[config.mk]
export PLATFORM = sky130hd
export DESIGN_NAME = flash_status_gen
export DESIGN_NICKNAME = d
export VERILOG_FILES = /design/src/rtl/flash_status_gen.sv
export SDC_FILE = /design/constraint.sdc
export NUM_CORES = 1
export LEC_CHECK = 0
export CORE_ASPECT_RATIO = 0.75
export CORE_UTILIZATION = 40
export CTS_CLUSTER_SIZE = 40
export DETAILED_ROUTE_END_ITERATION = 10
export PLACE_DENSITY = 0.77
export RECOVER_POWER = 50
export SYNTH_ARGS = -nofsm -noshare
export SYNTH_HDL_FRONTEND = slang
export SYNTH_SLANG_ARGS = --single-unit
[constraint.sdc]
create_clock -name clk -period 1.76 [get_ports clk]
set_input_delay 0.352 -clock clk [delete_from_list [all_inputs] [get_ports clk]]
set_output_delay 0.352 -clock clk [all_outputs]
set_load 0.05 [all_outputs]
[src/rtl/flash_status_gen.sv]
module flash_status_gen #(
  parameter int PROG_CYCLES = 20,
  parameter int SECT_CYCLES = 60,
  parameter int CHIP_CYCLES = 120
) (
  input  logic       clk,
  input  logic       rst_n,
  input  logic       cmd_wr,
  input  logic [1:0] cmd_op,
  input  logic [7:0] cmd_data,
  input  logic       rd_en,
  input  logic [7:0] array_data,
  output logic [7:0] rd_data,
  output logic       busy
);
  localparam int MAXC = (PROG_CYCLES > SECT_CYCLES) ?
                        ((PROG_CYCLES > CHIP_CYCLES) ? PROG_CYCLES : CHIP_CYCLES) :
                        ((SECT_CYCLES > CHIP_CYCLES) ? SECT_CYCLES : CHIP_CYCLES);
  localparam int TW = $clog2(MAXC + 1);

  logic [2:0]    wcnt;
  logic [TW-1:0] timer;
  logic          erase_q, wbit7_q, tog_q;
  logic [2:0]    need;
  logic [TW-1:0] dur;
  logic          accept, launch;

  assign need   = (cmd_op == 2'b00) ? 3'd4 : 3'd6;
  assign dur    = (cmd_op == 2'b00) ? TW'(PROG_CYCLES) :
                  (cmd_op == 2'b01) ? TW'(SECT_CYCLES) : TW'(CHIP_CYCLES);
  assign accept = cmd_wr && !busy;
  assign launch = accept && (wcnt + 3'd1 == need);

  always_ff @(posedge clk) begin
    if (!rst_n) begin
      wcnt    <= '0;
      busy    <= 1'b0;
      timer   <= '0;
      erase_q <= 1'b0;
      wbit7_q <= 1'b0;
    end else if (launch) begin
      wcnt    <= '0;
      busy    <= 1'b1;
      timer   <= dur;
      erase_q <= (cmd_op != 2'b00);
      wbit7_q <= cmd_data[7];
    end else if (accept) begin
      wcnt <= wcnt + 3'd1;
    end else if (busy) begin
      if (timer == TW'(1)) busy <= 1'b0;
      timer <= timer - TW'(1);
    end
  end

  always_ff @(posedge clk) begin
    if (!rst_n) begin
      rd_data <= '0;
      tog_q   <= 1'b1;
    end else if (launch) begin
      tog_q <= 1'b1;
    end else if (rd_en) begin
      if (busy) begin
        rd_data <= {erase_q ? 1'b0 : ~wbit7_q, tog_q, 6'b0};
        tog_q   <= ~tog_q;
      end else begin
        rd_data <= array_data;
      end
    end
  end
endmodule

==> flow_metrics.py, run 1 <==
metrics = {
    "cells_and_area": {
        "mostFrequentLayoutCells": "22 x dfxtp_1, 21 x nand2_1, 14 x clkdlybuf4s50_1",
        "layout.cells.most_common": "dfxtp_1",
        "area_overhead_vs_synth_pct": 30.7,
        "final.fill_count": 241,
        "antenna_cells": 0,
        "ratio_of_cells_with_drive_above_1_in_the_final_layout_pct": 11.8,
        "design.final.nets": 179,
    },
    "floorplanning": {
        "design.die.area_um2": 2860,
        "effective_utilization_at_floorplan_pct": 44.2,
        "design.core.area_um2": 2400,
        "io_pins": 31,
        "die_w_um": 61.5,
        "die_h_um": 46.6,
        "rows": 15,
    },
    "power_and_ir_drop": {
        "sw_frac_of_total_pct": 27.4,
        "seq_power_share_pct": 52.8,
        "power.net_switching_w": 0.000274,
        "power_density_nw_per_um2": 720,
        "comb_power_share_pct": 19.0,
        "power.ir.vdd_worst_mv": 0.451,
        "clock_power_share_pct": 28.2,
        "post-layout-total-power_w": 0.000999,
        "int_pwr_w": 0.000725,
        "cellLeakagePower_nw": 0.581,
    },
    "yosys": {
        "ys_seq_elements": 22,
        "synthesis.instances": 121,
        "post_synth.cell_area_avg_um2": 8.77,
        "synth_area_um2": 1060,
        "synth.yosys.warnings": 0,
        "mappedNetlistNets": 146,
        "synth_cell_types": 32,
        "ys_seq_area_share_pct": 41.5,
        "synth_edf_count": 0,
        "ys_dominant_reg_cell": "dfxtp_1",
        "async_flop_share_pct": 0,
    },
    "critical_path": {
        "cp_data_required_time_ns": 2.00,
        "reg2reg_setup_slack_ns": 0.08,
        "critPathLaunchType": "flip-flop",
        "path_class": "flip-flop to flip-flop",
        "crit_path_end_kind": "flip-flop",
        "cp_data_arrival_time_ns": 1.91,
        "crit_fanout": 8,
        "crit_end": "rd_data[7]",
        "timing.critical_path.from": "wcnt[0]",
        "r2r-start": "wcnt[0]",
        "critical_path.reg2reg.endpoint": "rd_data[7]",
        "rr_worst_depth": 6,
    },
    "sta": {
        "final_critical_path_setup_slack_ns": 0.0821,
        "finalSetupTns_ns": 0,
        "finalHoldViolations": 0,
        "post-route-period-util_pct": 95.3,
        "slew-limit-headroom_pct": 60.2,
        "period_needed_ns": 1.68,
        "achievable-frequency_mhz": 596,
        "worst_case_clock_skew_ns": 0.00192,
        "setup_repair_after_global_routing_missed_its_margin": "false",
        "slew_viol_final": 0,
        "setup_viol_count_final": 0,
        "tightest_slew_ns": 0.599,
    },
    "min_path": {
        "hold-path-cell-count": 2,
        "min_path_type": "flip-flop to flip-flop",
    },
    "route": {
        "dr.first_iter.drc_count": 29,
        "routedLengthMet1_um": 1070,
        "drt-vias-per-instance": 5.03,
        "met3RoutedLength_um": 118,
        "route.top_layer_used": "met4",
        "detail_route.first_pass.iterations": 4,
        "route.detailed.wl_per_inst_um": 12.1,
        "drt_wl_total_um": 2270,
        "detail_route.drc_violations": 0,
        "count_of_vias_placed_by_the_detailed_router": 940,
        "met2WireLength_um": 1040,
        "antenna_violating_nets_post_route": 0,
    },
    "global_route": {
        "global_route.usage.total_pct": 19.0,
        "gr-total-overflow": 0,
        "number_of_global_route_vias_before_repair": 869,
        "antenna_violations_before_repair": 0,
        "pin_count_of_the_biggest_net_entering_global_routing": 16,
        "grt_first_pass_wirelength_um": 3830,
    },
    "cts": {
        "ctsLongestPathBuffers": 2,
        "h_tree_levels": 1,
        "postCtsHoldBufs": 0,
        "cts_tree": "done",
        "number_of_buffers_created_by_cts": 3,
        "cts_root_buffer": "clkbuf_4",
        "cts_sinks": 22,
        "worst_skew_late_latency_ns": 0.31,
        "worst_setup_hold_path_clk_slew_ns": 0.12,
    },
    "place": {
        "buffer_ports.inserted": 23,
        "pre_cts_slack_ns": -0.100,
        "dp_hpwl_um": 1700,
        "place_congestion": 0.837,
    },
    "flow_run": {
        "timing.max_cap.violations": 0,
    },
    "status": {
        "status": "completed",
    },
}
metrics by stage:
| step | instances | cell area, µm² | hold slack [ns] | util [%] |
|---|---|---|---|---|
| after detailed placement | 183 | 1390 | 0.448 | 57.7 |
| after CTS | 187 | 1420 | 0.466 | 59.2 |
| after floorplan | 121 | 1060 | 0.456 | - |
| after global placement | 183 | 1390 | 0.443 | 57.7 |
| after global routing | 187 | 1390 | 0.480 | 57.7 |
| final | 187 | 1390 | 0.462 | 57.7 |
worst min-delay path by stage:
stage	from	slack [ns]	endpoint
CTS	rd_data[4]	0.47	rd_data[4]
global route	rd_data[3]	0.48	rd_data[3]
finish	rd_data[4]	0.46	rd_data[4]
global placement	rd_data[3]	0.44	rd_data[3]
detailed placement	rd_data[0]	0.45	rd_data[0]
floorplan	erase_q	0.46	erase_q
Yosys cell counts, types with 3 or more instances:
cell type / instances / area (µm²)
dfxtp_1: 22 / 440
nand2_1: 21 / 78.8
nor2_1: 10 / 37.5
a21oi_1: 9 / 45.0
mux2i_1: 9 / 90.1
o21ai_0: 4 / 20.0
xor2_1: 4 / 35.0
clkbuf_1: 3 / 11.3
ha_1: 3 / 37.5
inv_1: 3 / 11.3
nand3_1: 3 / 15.0
nor3_1: 3 / 15.0
xnor2_1: 3 / 26.3
worst max-delay path: stages (launching register included):
cell and delay (ns):
dfxtp_1 0.34, ha_1 0.33, nor3_1 0.23, o2111ai_2 0.16
and2_1 0.22, buf_12 0.15, a211oi_2 0.18
metal layers:
metal  vias to the layer above  track usage, %
met1                       422            23.8
met2                        31            30.9
met5                         -               0
met4                         0            7.11
met3                         6            5.90
li1                        481               -
state kept, by name (all words and copies together), names as in the netlist:
name     cells
busy         1
erase_q      1
rd_data      8
timer        7
tog_q        1
wbit7_q      1
wcnt         3
final cells by class:
class                   count  area [µm²]  area share, %
inverters                   3        11.3          0.812
flip-flops and latches     22         440           31.8
clock buffers               4        36.3           2.62
repair buffers             34         279           20.1
multi-input cells          90         577           41.6
well taps                  34        42.5           3.07
timing repair:
item	4_1_cts	5_1_grt
setup endpoints to repair	0	1
setup buffers	0	0
endpoints found under the hold margin	0	0
gates resized for setup	0	1
power groups by stage:
stage	sequential [W]	combinational, W	clock [W]
2_1_floorplan	0.000581	0.0000693	0
3_3_place_gp	0.000537	0.000197	0
3_5_place_dp	0.000538	0.000202	0
4_1_cts	0.000528	0.000202	0.000286
5_1_grt	0.000530	0.000205	0.000316
6_report	0.000527	0.000190	0.000282
kinds of logic after synthesis:
family / after synthesis / share of synthesized area (%)
buf+inv: 9 / 4.13
fa+ha+maj: 3 / 3.54
simple gates: 49 / 22.1
compound gates: 22 / 14.5
xor+xnor: 7 / 5.78
flops: 22 / 41.5
mux: 9 / 8.49
(Power assumes the default switching activity.)
==> run 2: changes to the inputs <==
Settings changed: ABC_AREA set to 1, PLACE_DENSITY 0.77 to 0.75.
==> flow_metrics.py, run 2 <==
metrics = {
    "status": {
        "status": "completed",
    },
    "sta": {
        "period_needed_ns": 1.59,
        "setup_repair_after_global_routing_missed_its_margin": "false",
        "slew_viol_final": 0,
        "finalHoldViolations": 0,
        "slew-limit-headroom_pct": 59.8,
        "tightest_slew_ns": 0.605,
        "achievable-frequency_mhz": 631,
        "finalSetupTns_ns": 0,
        "worst_case_clock_skew_ns": 0.00306,
        "setup_viol_count_final": 0,
        "post-route-period-util_pct": 90.1,
    },
    "cells_and_area": {
        "final-instance-count-excl-fill": 229,
        "antenna_cells": 0,
        "largest_reg_flops": 8,
        "final_design_instance_area_without_fill_um2": 1490,
        "layout.cells.most_common": "nand2_1",
        "ratio_of_cells_with_drive_above_1_in_the_final_layout_pct": 10.9,
        "area_overhead_vs_synth_pct": 26.2,
        "mostFrequentLayoutCells": "42 x nand2_1, 22 x dfxtp_1, 18 x a21oi_1, 18 x nor2_1, 15 x inv_1",
        "design.final.nets": 219,
        "largest_registers": "rd_data: 8 flops, timer: 7 flops, wcnt: 3 flops",
        "max_flop_register": "rd_data",
    },
    "global_route": {
        "grt_first_pass_wirelength_um": 4640,
        "pin_count_of_the_biggest_net_entering_global_routing": 15,
        "antenna_violations_before_repair": 0,
        "number_of_global_route_vias_before_repair": 1074,
        "global_route.usage.total_pct": 18.6,
        "gr-total-overflow": 0,
    },
    "cts": {
        "cts_tree": "done",
        "postCtsHoldBufs": 0,
        "worst_skew_late_latency_ns": 0.27,
        "worst_setup_hold_path_clk_slew_ns": 0.08,
        "cts.repair_timing.setup_buffer_count": 0,
        "post_cts.resized_instances": 0,
        "ctsLongestPathBuffers": 2,
        "number_of_buffers_created_by_cts": 3,
        "cts_root_buffer": "clkbuf_8",
        "h_tree_levels": 1,
        "cts_sinks": 22,
    },
    "critical_path": {
        "crit_fanout": 9,
        "cp_data_arrival_time_ns": 1.73,
        "cp_data_required_time_ns": 1.90,
        "path_class": "flip-flop to flip-flop",
        "critPathLaunchType": "flip-flop",
        "crit_path_end_kind": "flip-flop",
    },
    "yosys": {
        "leading_cell_type_by_number_of_instances_after_synthesis": "nand2_1",
        "synth_area_leader_cell": "dfxtp_1",
        "synth_cell_types": 25,
        "post_synth.cell_area_avg_um2": 7.21,
        "synthesis.instances": 164,
        "ys_dominant_reg_cell": "dfxtp_1",
        "mappedNetlistNets": 189,
        "yosys-top-cells-area": "dfxtp_1 37%, nand2_1 13%, a21oi_1 7.6%",
        "ys_seq_area_share_pct": 37.2,
        "synth.yosys.warnings": 0,
        "ys_seq_elements": 22,
        "async_flop_share_pct": 0,
        "synth_edf_count": 0,
        "post_synth_fa_ha_maj_area_fraction_pct": 3.17,
        "compound_cell_area_share_of_the_yosys_netlist_pct": 9.84,
        "post_synth_most_frequent_cells": "42 x nand2_1, 22 x dfxtp_1, 18 x a21oi_1, 18 x nor2_1, 15 x inv_1",
        "synthDominantCellAreaShare_pct": 37.2,
        "synth_area_um2": 1180,
        "combinational_family_with_the_most_area_after_synthesis": "simple AND/OR/NAND/NOR gates",
        "synthSimpleGateAreaFrac_pct": 36.9,
        "synth.mux.area_fraction_pct": 0.847,
        "yosys.area_share.xor_xnor_pct": 2.22,
    },
    "floorplanning": {
        "io_pins": 31,
        "effective_utilization_at_floorplan_pct": 43.8,
        "design.core.area_um2": 2700,
        "die_w_um": 64.8,
        "die_h_um": 49.1,
        "design.die.area_um2": 3180,
        "rows": 16,
    },
    "power_and_ir_drop": {
        "seq_power_share_pct": 45.1,
        "sw_frac_of_total_pct": 23.9,
        "power_density_nw_per_um2": 776,
        "post-layout-total-power_w": 0.00116,
        "power.ir.vdd_worst_mv": 0.469,
        "cellLeakagePower_nw": 0.651,
        "power.net_switching_w": 0.000277,
        "int_pwr_w": 0.000882,
        "clock_power_share_pct": 41.0,
        "comb_power_share_pct": 13.9,
    },
    "route": {
        "route.detailed.wl_per_inst_um": 11.3,
        "detail_route.first_pass.iterations": 6,
        "dr.first_iter.drc_count": 58,
        "drt_wl_total_um": 2580,
        "drt-vias-per-instance": 4.93,
        "count_of_vias_placed_by_the_detailed_router": 1129,
        "antenna_violating_nets_post_route": 0,
        "detail_route.drc_violations": 0,
    },
    "place": {
        "place_congestion": 0.797,
        "post-place-cells": 225,
        "dp_hpwl_um": 1920,
        "buffer_ports.inserted": 23,
        "dpl-instance-area_um2": 1460,
    },
    "flow_run": {
        "timing.max_cap.violations": 0,
    },
    "min_path": {
        "min_path_type": "flip-flop to flip-flop",
    },
}
run 2: power groups by stage:
stage / Clock (W) / Sequential (W) / Combinational (W)
2_1_floorplan: 0 / 0.000572 / 0.0000653
3_3_place_gp: 0 / 0.000533 / 0.000167
3_5_place_dp: 0 / 0.000534 / 0.000171
4_1_cts: 0.000476 / 0.000523 / 0.000172
5_1_grt: 0.000506 / 0.000525 / 0.000176
6_report: 0.000475 / 0.000523 / 0.000161
run 2: metal layers:
metal	part of all wire (%)	GRT usage, %	vias to the layer above
met4	1.0	6.30	0
met5	0	0	-
met2	45	29.9	29
li1	-	-	586
met3	4.4	4.91	4
met1	49	23.9	510
run 2: area by class of cell:
type | instances | area (µm²)
clock buffers | 3 | 41.3
clock inverters | 1 | 30.0
fillers | 261 | 1210
inverters | 16 | 62.6
multi-input cells | 119 | 627
flip-flops and latches | 22 | 440
well taps | 36 | 45.0
repair buffers | 32 | 246
run 2: cell families (layout without fill, tap and decap cells):
logic type	after synthesis	count (layout)
muxes	1	1
xor gates and xnor gates	3	3
DFF	22	22
and+or+nand+nor	89	89
buffers and inverters	23	52
AOI/OAI and AO/OA	23	23
adders and majority gates	3	3
run 2: critical path: stages (launching register included):
cell and delay (ns):
dfxtp_1 0.35, ha_1 0.35, nor2_1 0.06, nor2_1 0.16, nand3_4 0.17, clkbuf_1 0.19, nand3b_1 0.11, a21oi_1 0.07
run 2: path summary, 6_finish.rpt:
check                           startpoint         end  slack, ns  cells past startpoint
worst max-delay path               wcnt[0]  rd_data[3]       0.17                      7
worst min-delay path            rd_data[2]  rd_data[2]       0.47                      2
worst max register to register     wcnt[0]  rd_data[3]       0.17                      7
worst min register to register  rd_data[2]  rd_data[2]       0.47                      2
run 2: metrics by stage:
stage	worst slack (ns)	hold WS (ns)	utilization [%]
detailed placement	-0.0906	0.455	54.1
CTS	0.186	0.468	56.8
global route	0.0306	0.500	55.2
global placement	-0.0542	0.449	54.1
floorplan	0.230	0.439	-
finish	0.174	0.468	55.2
==> run 3: changes to the inputs <==
Settings changed: GPL_TIMING_DRIVEN set to 0.
==> flow_metrics.py, run 3 (synthesized netlist as in run 2, its figures left out) <==
metrics = {
    "cells_and_area": {
        "antenna_cells": 0,
        "max_flop_register": "rd_data",
        "layout.cells.most_common": "nand2_1",
        "mostFrequentLayoutCells": "42 x nand2_1, 22 x dfxtp_1, 18 x a21oi_1, 18 x nor2_1, 15 x inv_1",
        "ratio_of_cells_with_drive_above_1_in_the_final_layout_pct": 10.0,
        "design.final.nets": 216,
        "largest_reg_flops": 8,
        "largest_registers": "rd_data: 8 flops, timer: 7 flops, wcnt: 3 flops",
        "final-instance-count-excl-fill": 226,
        "layout.core_utilization_pct": 54.6,
        "area_overhead_vs_synth_pct": 24.9,
    },
    "status": {
        "status": "completed",
    },
    "sta": {
        "finalSetupTns_ns": 0,
        "period_needed_ns": 1.54,
        "slew_viol_final": 0,
        "worst_case_clock_skew_ns": 0.00443,
        "setup_repair_after_global_routing_missed_its_margin": "false",
        "tightest_slew_ns": 0.603,
        "finalHoldViolations": 0,
        "achievable-frequency_mhz": 650,
        "setup_viol_count_final": 0,
        "post-route-period-util_pct": 87.4,
        "slew-limit-headroom_pct": 60.0,
        "finalHoldWorstSlack_ns": 0.379,
    },
    "route": {
        "drt_wl_total_um": 2480,
        "detail_route.first_pass.iterations": 4,
        "dr.first_iter.drc_count": 57,
        "drt-vias-per-instance": 4.96,
        "count_of_vias_placed_by_the_detailed_router": 1122,
        "antenna_violating_nets_post_route": 0,
        "route.detailed.wl_per_inst_um": 11.0,
        "detail_route.drc_violations": 0,
    },
    "place": {
        "buffer_ports.inserted": 22,
        "place_congestion": 0.759,
        "post-place-cells": 222,
        "dp_hpwl_um": 1940,
    },
    "critical_path": {
        "cp_data_arrival_time_ns": 1.67,
        "timing.critical_path.from": "wcnt[0]",
        "critPathLaunchType": "flip-flop",
        "crit_fanout": 10,
        "r2r-start": "wcnt[0]",
        "cp_data_required_time_ns": 1.89,
        "crit_path_end_kind": "flip-flop",
        "path_class": "flip-flop to flip-flop",
    },
    "min_path": {
        "timing.hold.worst.start": "rst_n",
        "min_path_type": "primary input to flip-flop",
    },
    "cts": {
        "worst_setup_hold_path_clk_slew_ns": 0.07,
        "h_tree_levels": 1,
        "cts_tree": "done",
        "ctsLongestPathBuffers": 2,
        "worst_skew_late_latency_ns": 0.26,
        "postCtsHoldBufs": 0,
        "cts_sinks": 22,
        "cts_root_buffer": "clkbuf_8",
        "cts.repair_timing.setup_buffer_count": 0,
        "number_of_buffers_created_by_cts": 3,
    },
    "global_route": {
        "antenna_violations_before_repair": 0,
        "number_of_global_route_vias_before_repair": 1012,
        "global_route.usage.total_pct": 18.0,
        "pin_count_of_the_biggest_net_entering_global_routing": 13,
        "gr-total-overflow": 0,
        "grt_first_pass_wirelength_um": 4390,
    },
    "floorplanning": {
        "design.die.area_um2": 3180,
        "io_pins": 31,
        "die_h_um": 49.1,
        "rows": 16,
        "die_w_um": 64.8,
        "design.core.area_um2": 2700,
        "effective_utilization_at_floorplan_pct": 43.8,
    },
    "power_and_ir_drop": {
        "power.ir.vdd_worst_mv": 0.570,
        "cellLeakagePower_nw": 0.648,
        "power_density_nw_per_um2": 707,
        "post-layout-total-power_w": 0.00104,
    },
    "flow_run": {
        "timing.max_cap.violations": 0,
    },
}
## run 3: cell count changes in the layout (fill, tap and decap cells not counted), sizes merged
cell | before | now
dlymetal6s2s | 1 | 0
clkdlybuf4s50 | 14 | 13
clkbuf | 12 | 9
bufinv | 1 | 0
buf | 8 | 5
dlygate4sd2 | 0 | 6
## run 3: cell type report
cell class / instances / area [µm²]
Sequential cell: 22 / 440
Multi-Input combinational cell: 119 / 627
Timing Repair Buffer: 22 / 194
Buffer: 7 / 52.6
Clock buffer: 4 / 55.1
Fill cell: 257 / 1230
Inverter: 16 / 62.6
Tap cell: 36 / 45.0
## run 3: path summary, 6_finish.rpt
check / slack, ns / to / depth (start not counted)
hold reg to reg: 0.46 / rd_data[2] / 2
setup / recovery: 0.22 / rd_data[4] / 7
setup reg to reg: 0.22 / rd_data[4] / 7
hold / removal: 0.38 / tog_q / 2
## run 3: repair_timing
action                     in CTS  in global routing
setup endpoints to repair       6                  3
gates resized for setup         6                  3
pin swaps                       0                  0
## run 3: stage by stage
stage	instance area [µm²]	worst slack, ns
6_report	1480	0.221
5_1_grt	1480	0.0652
4_1_cts	1500	0.00427
3_5_place_dp	1450	-0.0561
3_3_place_gp	1450	-0.0407
2_1_floorplan	1180	0.230
## run 3: worst max-delay path, stage by stage (launching register included)
cell      delay, ns
dfxtp_1        0.34
ha_1           0.34
nor2_1         0.06
nor2_1         0.17
nand3_4        0.16
buf_6          0.18
nand3b_1       0.08
a21oi_1        0.07
## run 3: power by group
part / internal [W] / switching (W)
logic: 0.0000629 / 0.0000958
registers: 0.000513 / 0.00000880
clock network: 0.000200 / 0.000164
## run 3: per-layer routing
layer,global-route usage (%),vias up,wire length [µm]
met3,5.61,2,91
met5,0,-,0
met1,23.9,520,1220
met2,27.8,21,1140
met4,5.56,0,27
li1,-,579,-
